File: src/rtl/softstart_pkg.sv
package softstart_pkg;

  typedef enum logic [2:0] {
    SS_IDLE,
    SS_DELAY,
    SS_RAMP,
    SS_PGWAIT,
    SS_DONE
  } ss_state_e;

  // Code at which undervoltage checking opens: floor(full * pct / 100)
  function automatic int unsigned uv_threshold(int unsigned full, int unsigned pct);
    return (full * pct) / 100;
  endfunction

  // Bits needed to count from 0 to the larger of two limits
  function automatic int unsigned count_width(int unsigned a, int unsigned b);
    int unsigned m;
    m = (a > b) ? a : b;
    return (m < 2) ? 1 : $clog2(m + 1);
  endfunction

endpackage

File: src/rtl/ss_phase_ctrl.sv
module ss_phase_ctrl
  import softstart_pkg::*;
#(
  parameter int unsigned DELAY_CYC = 1024,
  parameter int unsigned PG_DELAY  = 3
) (
  input  logic      clk,
  input  logic      rst_n,
  input  logic      tick,
  input  logic      go,
  input  logic      restart_req,
  input  logic      ramp_last,
  output ss_state_e state,
  output logic      go_lost,
  output logic      restart_hit,
  output logic      delay_done,
  output logic      ramp_done,
  output logic      pgw_done
);

  localparam int unsigned CNT_W = count_width(DELAY_CYC, PG_DELAY);
  localparam logic [CNT_W-1:0] DLY_LAST = CNT_W'(DELAY_CYC - 1);
  localparam logic [CNT_W-1:0] PGW_LAST = CNT_W'(PG_DELAY - 1);

  ss_state_e        state_q, state_d;
  logic [CNT_W-1:0] cnt_q, cnt_d;
  logic             in_soft;

  assign in_soft     = (state_q == SS_DELAY) || (state_q == SS_RAMP);
  assign go_lost     = !go && (state_q != SS_IDLE);
  assign restart_hit = go && restart_req && in_soft;
  assign delay_done  = tick && (state_q == SS_DELAY)  && (cnt_q == DLY_LAST);
  assign ramp_done   = tick && (state_q == SS_RAMP)   && ramp_last;
  assign pgw_done    = tick && (state_q == SS_PGWAIT) && (cnt_q == PGW_LAST);

  always_comb begin
    state_d = state_q;
    cnt_d   = cnt_q;
    if (go_lost) begin
      state_d = SS_IDLE;
      cnt_d   = '0;
    end else if (restart_hit) begin
      state_d = SS_DELAY;
      cnt_d   = '0;
    end else if (tick) begin
      unique case (state_q)
        SS_IDLE: begin
          if (go) state_d = SS_DELAY;
          cnt_d = '0;
        end
        SS_DELAY: begin
          if (delay_done) begin
            state_d = SS_RAMP;
            cnt_d   = '0;
          end else begin
            cnt_d = cnt_q + 1'b1;
          end
        end
        SS_RAMP: begin
          if (ramp_done) state_d = SS_PGWAIT;
          cnt_d = '0;
        end
        SS_PGWAIT: begin
          if (pgw_done) begin
            state_d = SS_DONE;
            cnt_d   = '0;
          end else begin
            cnt_d = cnt_q + 1'b1;
          end
        end
        SS_DONE: cnt_d = '0;
        default: begin
          state_d = SS_IDLE;
          cnt_d   = '0;
        end
      endcase
    end
  end

  always_ff @(posedge clk or negedge rst_n) begin
    if (!rst_n) begin
      state_q <= SS_IDLE;
      cnt_q   <= '0;
    end else begin
      state_q <= state_d;
      cnt_q   <= cnt_d;
    end
  end

  assign state = state_q;

endmodule

File: src/rtl/ss_ref_ramp.sv
module ss_ref_ramp #(
  parameter int unsigned CODE_W = 10
) (
  input  logic              clk,
  input  logic              rst_n,
  input  logic              clr,
  input  logic              step,
  output logic [CODE_W-1:0] ref_code,
  output logic              at_max
);

  logic [CODE_W-1:0] code_q;

  assign at_max = &code_q;

  always_ff @(posedge clk or negedge rst_n) begin
    if (!rst_n) begin
      code_q <= '0;
    end else if (clr) begin
      code_q <= '0;
    end else if (step && !at_max) begin
      code_q <= code_q + 1'b1;
    end
  end

  assign ref_code = code_q;

endmodule

File: src/rtl/ss_status.sv
module ss_status
  import softstart_pkg::*;
#(
  parameter int unsigned CODE_W = 10,
  parameter int unsigned UV_PCT = 80
) (
  input  ss_state_e         state,
  input  logic [CODE_W-1:0] ref_code,
  input  logic              win_ok,
  output logic              ss_active,
  output logic              uv_en,
  output logic              pgood
);

  localparam int unsigned       FULL   = (1 << CODE_W) - 1;
  localparam logic [CODE_W-1:0] UV_THR = CODE_W'(uv_threshold(FULL, UV_PCT));

  logic running;

  assign running   = (state == SS_RAMP) || (state == SS_PGWAIT) || (state == SS_DONE);
  assign ss_active = (state == SS_DELAY) || (state == SS_RAMP);
  assign uv_en     = running && (ref_code >= UV_THR);
  assign pgood     = (state == SS_DONE) && win_ok;

endmodule

File: src/rtl/softstart_seq.sv
module softstart_seq
  import softstart_pkg::*;
#(
  parameter int unsigned DELAY_CYC = 1024,
  parameter int unsigned CODE_W    = 10,
  parameter int unsigned UV_PCT    = 80,
  parameter int unsigned PG_DELAY  = 3
) (
  input  logic              clk,
  input  logic              rst_n,
  input  logic              tick,
  input  logic              supply_ok,
  input  logic              enable,
  input  logic              restart_req,
  input  logic              win_ok,
  output logic [CODE_W-1:0] ref_code,
  output logic              ss_active,
  output logic              uv_en,
  output logic              pgood
);

  ss_state_e state;
  logic      go, go_lost, restart_hit;
  logic      delay_done, ramp_done, pgw_done;
  logic      at_max, ref_clr, ref_step;

  assign go = supply_ok && enable;

  ss_phase_ctrl #(
    .DELAY_CYC(DELAY_CYC),
    .PG_DELAY (PG_DELAY)
  ) u_ctrl (
    .clk        (clk),
    .rst_n      (rst_n),
    .tick       (tick),
    .go         (go),
    .restart_req(restart_req),
    .ramp_last  (at_max),
    .state      (state),
    .go_lost    (go_lost),
    .restart_hit(restart_hit),
    .delay_done (delay_done),
    .ramp_done  (ramp_done),
    .pgw_done   (pgw_done)
  );

  assign ref_clr  = go_lost || restart_hit || (state == SS_IDLE) || (state == SS_DELAY);
  assign ref_step = tick && (state == SS_RAMP);

  ss_ref_ramp #(
    .CODE_W(CODE_W)
  ) u_ramp (
    .clk     (clk),
    .rst_n   (rst_n),
    .clr     (ref_clr),
    .step    (ref_step),
    .ref_code(ref_code),
    .at_max  (at_max)
  );

  ss_status #(
    .CODE_W(CODE_W),
    .UV_PCT(UV_PCT)
  ) u_status (
    .state    (state),
    .ref_code (ref_code),
    .win_ok   (win_ok),
    .ss_active(ss_active),
    .uv_en    (uv_en),
    .pgood    (pgood)
  );

endmodule

File: config.mk
export PLATFORM = sky130hd
export DESIGN_NAME = softstart_seq
export DESIGN_NICKNAME = d
export VERILOG_FILES = /design/src/rtl/softstart_pkg.sv /design/src/rtl/ss_phase_ctrl.sv /design/src/rtl/ss_ref_ramp.sv /design/src/rtl/ss_status.sv /design/src/rtl/softstart_seq.sv
export SDC_FILE = /design/constraint.sdc
export NUM_CORES = 1
export LEC_CHECK = 0
export ABC_CLOCK_PERIOD_IN_PS = 2100
export BUFFER_PORTS_ARGS = -buffer_cell sky130_fd_sc_hd__buf_2
export CAP_MARGIN = 20
export CORE_MARGIN = 1.5
export CORE_UTILIZATION = 56
export DETAILED_ROUTE_END_ITERATION = 7
export PLACE_DENSITY = 0.84
export SYNTH_ARGS = -nofsm -noshare
export SYNTH_HDL_FRONTEND = slang
export SYNTH_SLANG_ARGS = --single-unit
File: constraint.sdc
create_clock -name clk -period 2.1 [get_ports clk]
set_input_delay 0.105 -clock clk [delete_from_list [all_inputs] [get_ports clk]]
set_output_delay 0.105 -clock clk [all_outputs]
set_load 0.02 [all_outputs]
Word-level counts from Yosys, hierarchy flattened

Index checks and enable logic that the tools add are counted.

Flip-flop bits (word level): 24
Bits of input ports: 7
Logic and storage cells: 60
Output and inout port bits: 13

Eq/ne operators: 11
Magnitude comparators: 1
Muxes and demuxes: 16
Reduce and logical (&&, ||, !) cells: 27
Add/sub/neg operators: 2

Operators by type and width:

| cell                  | number |
|---|---|
| $mux 11               | 5 |
| $pmux 11 s2           | 1 |
| $mux 3                | 7 |
| $mux 10               | 2 |
| $pmux 3 s5            | 1 |
| $logic_and 1x1->1     | 13 |
| $ne 4x4->1 const B    | 3 |
| $add 11x1->11 const B | 1 |
| $eq 11x10->1 const B  | 1 |
| $eq 11x2->1 const B   | 1 |
| $add 10x1->10 const B | 1 |
| $ge 10x10->1 const B  | 1 |
| $reduce_and 10->1     | 1 |
| $eq 3x2->1 const B    | 2 |
| $logic_or 1x1->1      | 6 |
| $reduce_and 6->1      | 1 |
| $reduce_bool 3->1     | 2 |
| $ne 4x3->1 const B    | 1 |
| $eq 3x1->1 const B    | 1 |
| $eq 3x3->1 const B    | 1 |
| $logic_not 3->1       | 1 |
| $ne 3x3->1 const B    | 1 |
| $logic_not 1->1       | 2 |
| $reduce_bool 2->1     | 1 |

Logic depth before layout (Yosys ltp)

Depth in word-level cells: 8
Depth in mapped cells: 8
Gate-level depth less buffers: 8

Hierarchy

From an unflattened synthesis, not the netlist that was laid out.

Cell total of the unflattened synthesis: 185
Area total of the unflattened synthesis: 1656.6 µm²

Modules (own cells, without submodules):

| module        | area an instance (µm²) | sequential area each (µm²) | instances | cells each |
|---|---|---|---|---|
| ss_phase_ctrl | 994.7                  | 350.3                      | 1         | 115 |
| ss_ref_ramp   | 560.5                  | 250.2                      | 1         | 56 |
| ss_status     | 72.6                   | 0.0                        | 1         | 9 |
| softstart_seq | 28.8                   | 0.0                        | 1         | 5 |

Worst setup path after synthesis

Ideal clock, no wire load.

Path type: register to register
From: register u_ramp.code_q[1], in the netlist u_ramp.ref_code[1]
To: register u_ramp.code_q[7], in the netlist u_ramp.ref_code[7]
Setup slack: 0.130 ns
Arrival: 1.839 ns
Setup time: 0.131 ns
Path buffers: 1
Period minus slack after synthesis: 1.970 ns
Stages on the path, launching flop included: 9
Data required time: 1.969 ns
Cells stage by stage: dfrtp_1 > ha_1 > nand4_1 > o311a_1 > buf_2 > and4_1 > nand3_1 > xor2_1 > nor2_1

Longest elaborated chain between the ends: 4
Elaborated cells between the ends (all ways): 7
Classes of those cells: add/sub: 1; mux: 2; reduce/logical: 4

RTL lines:

| element                                                               | RTL line          | source |
|---|---|---|
| from (decl)                                                           | ss_ref_ramp.sv:12 | `logic [CODE_W-1:0] code_q;` |
| from (signal assigned)                                                | ss_ref_ramp.sv:22 | `code_q <= code_q + 1'b1;` |
| parallel branches: the longest is 4 deep, another holds $add 10x1->10 | -                 |  |

Several ways; the timed one is not identified. The select of a mux whose other input is x is not followed.
A chain may end at the register's enable or synchronous reset.

Worst setup path in the final report

From: register u_ramp.code_q[0], in the netlist u_ramp.ref_code[0]
To: register u_ramp.code_q[7], in the netlist u_ramp.ref_code[7]

The elaborated chain is that of the path after synthesis.

==> summary.txt <==
Clock tree
  • CTS Buffer Depth: 2
  • TritonCTS clock tree: done
  • Worst-Skew Late Latency: 0.32 ns
  • Num CTS Buffers: 3
  • Clk slew on worst S/H paths: 0.14 ns
  • CTS Sinks: 24
  • Root buffer cell: clkbuf_4
  • H-tree depth: 1

Finish
  • # diodes: 0
  • Nets: 200
  • Fin util: 0.7260
  • Layout cells sized above 1: 0.2394
  • Filler cells: 162
  • Synthesis-to-layout area growth: 18.91%

Setup path
  • WP data required: 2.31 ns
  • Critical Path Max Stage Delay: 0.41 ns
  • Kind of critical path: flop to flop
  • RR Endpoint: u_ramp.ref_code[7]
  • CP max FO: 4
  • Buffers plus inverters on the worst setup path: 1
  • Reg2reg path depth: 8
  • CP Capture Type: flop
  • Crit path max-delay family: simple AND/OR/NAND/NOR gates
  • CP Cell Sequence: buf_4 -> ha_1 -> nand4_1 -> o311a_1 -> and4_1 -> nand3_1 -> xor2_1 -> nor2_1
  • Crit path launch type: flop
  • RR Startpoint: u_ramp.ref_code[0]
  • Critical path depth: 8
  • Reg2Reg Setup Slack: 0.08 ns
  • Arr. time, crit path: 2.23 ns
  • CP max-delay cell: o311a_1

Yosys
  • EDFF count, synth: 0
  • YS warnings: 0
  • Syn avg cell area: 8.934 µm²
  • Unique masters post-synth: 37
  • Post-Syn Instances: 157
  • Ys flop type: dfrtp_1
  • Yosys reg bits: 24
  • Synth Cell Area: 1403 µm²
  • Ys async rst share: 1.000
  • Sequential area share after synthesis: 0.4282
  • Syn Nets: 168

Global routing
  • Pin count of the biggest net entering global routing: 25
  • Met2 usage: 0.3938
  • Top Usage Layer GRT: met2
  • Number of global-route vias before repair: 1133
  • Met1 Track Usage GR: 0.3116
  • Met3 usage: 0.02825
  • Initial antenna violation count: 0
  • First-pass GRT wire length: 4878 µm
  • Total congestion overflow: 0
  • Total GRT Usage: 0.2401

STA
  • Max-slew violation count: 0
  • Tcrit/Tclk final: 0.9616
  • # setup viols final: 0
  • RSZ-0062 raised after global routing: no
  • Slew @ Worst Pin: 0.5354 ns
  • Fmax: 495.2 MHz
  • Final Hold Fails: 0
  • Tmin final: 2.019 ns
  • Max Clock Skew: 0.005508 ns
  • Worst slew margin: 0.6431
  • Final TNS setup: 0 ns

Placement
  • Port Buffers: 19
  • HPWL after DPL: 2174 µm
  • GPL Wtd Cong: 0.8638

Floorplan
  • Die Y: 53.05 µm
  • Chip width: 53.05 µm
  • Area of the die: 2814 µm²
  • Num rows: 17
  • Ports: 20
  • Core area: 2297 µm²
  • Initial Util: 0.6106

Power
  • PwrDens: 784.4 nW/µm²
  • Leak: 0.7601 nW
  • Total power: 1.308 mW
  • Worst IR Drop VDD: 0.5389 mV

Run status
  • Outcome: finished, final reports clean

Routing
  • Routed vias/inst: 5.764
  • Final routed DRC violation total: 0
  • First-pass DRT Iterations: 4
  • ANT nets after route: 0
  • Starting DRT DRC Count: 20
  • Routed len/inst: 14.20 µm
  • Final Routed Wirelength: 3068 µm
  • Routed vias: 1245

Flow run
  • Max Cap Viol: 0

Hold path
  • Hold EP: u_ctrl.state[0]
  • Hold Crit Start: restart_req
  • Hold Path Class: primary input to flop
  • Hold depth: 3
-- cells in the mapped netlist (all sizes together) (3+ instances only) --
library cell | n | area share
dfrtp | 24 | 0.43
nor2 | 21 | 0.056
nand2 | 14 | 0.037
o21ai | 11 | 0.042
xnor2 | 10 | 0.062
inv | 9 | 0.024
nand3 | 8 | 0.029
nor3 | 7 | 0.025
nand4 | 6 | 0.027
xor2 | 6 | 0.037
ha | 4 | 0.036
and3 | 3 | 0.013
buf | 3 | 0.011
nor2b | 3 | 0.013
-- metal layers --
| layer | up-vias | part of all wire |
|---|---|---|
| met5 | - | 0 |
| met4 | 0 | 0.016 |
| met3 | 5 | 0.026 |
| met2 | 30 | 0.49 |
| met1 | 595 | 0.47 |
| li1 | 615 | - |
-- worst max-delay path by stage --
stage                     slack, ns          startpoint                 end
after floorplan                0.13  u_ramp.ref_code[1]  u_ramp.ref_code[7]
after global placement         0.15     u_ctrl.cnt_q[0]     u_ctrl.state[0]
after detailed placement       0.08     u_ctrl.cnt_q[4]     u_ctrl.state[0]
after CTS                      0.03  u_ramp.ref_code[1]               uv_en
after global routing           0.02  u_ramp.ref_code[1]               uv_en
final                          0.08  u_ramp.ref_code[0]  u_ramp.ref_code[7]
-- kinds of logic after synthesis --
family | count (synthesis) | share of synthesized area
flip-flops | 24 | 0.4282
XOR/XNOR | 16 | 0.09991
adder cells (fa/ha/maj) | 4 | 0.03568
buffers and inverters | 14 | 0.04727
multiplexers | 2 | 0.01427
AO/OA/AOI/OAI | 22 | 0.1035
AND/OR/NAND/NOR | 75 | 0.2712
-- area by class of cell --
class	count	area, µm²	area share
clock buffer	4	36.28	0.02176
timing repair buffer	32	195.2	0.1170
sequential	24	601.8	0.3608
multi-input combinational	119	765.7	0.4591
inverter	9	33.78	0.02026
tap	28	35.03	0.02101
-- stage by stage --
stage	std cells	setup WS, ns	instance area, µm²	hold WS (ns)
final	216	0.08069	1668	0.1211
after global routing	216	0.01996	1668	0.1327
after CTS	211	0.02826	1599	0.1174
after detailed placement	205	0.08232	1545	0.1152
after global placement	205	0.1498	1545	0.1094
after floorplan	157	0.1305	1403	-0.1906
-- power breakdown --
group	internal (mW)	leakage, nW	switching, mW	total [mW]
clock network	0.106	0.0210	0.145	0.251
registers	0.494	0.330	0.0678	0.562
logic	0.203	0.409	0.292	0.495
total	0.803	0.760	0.506	1.31
-- registers in the layout (all words and copies together), names as in the netlist --
signal	flops
u_ctrl.cnt_q	11
u_ramp.ref_code	10
u_ctrl.state	3
-- worst reg2reg max path, cell delays in order, from the launching register on --
cell and delay (ns):
dfrtp_1 0.38, buf_4 0.13, ha_1 0.18, nand4_1 0.18, o311a_1 0.41, and4_1 0.25
nand3_1 0.12, xor2_1 0.21, nor2_1 0.06
-- timing repair --
| item | 4_1_cts | 5_1_grt |
|---|---|---|
| pin swaps | 0 | 3 |
| endpoints found under the setup margin | 1 | 6 |
| resized for setup | 0 | 7 |
| hold buffers | 1 | 0 |
| setup buffers | 1 | 5 |
| endpoints found under the hold margin | 24 | 0 |
-- cells in the final DEF, fill, tap and decap left out, types with 3 or more instances in the layout --
master / Yosys / routed
buf_2: 3 / 19
dfrtp_1: 24 / 23
clkbuf_4: 0 / 3
ha_1: 4 / 3
and3_1: 3 / 3
buf_4: 0 / 12
nor2_1: 21 / 21
nand3_1: 8 / 7
nor2b_1: 3 / 3
xor2_1: 6 / 6
nor3_1: 7 / 7
inv_1: 9 / 9
o21ai_0: 8 / 8
nand4_1: 6 / 6
xnor2_1: 10 / 10
nand2_1: 14 / 14
No activity file was read; power rests on OpenSTA's default activity.
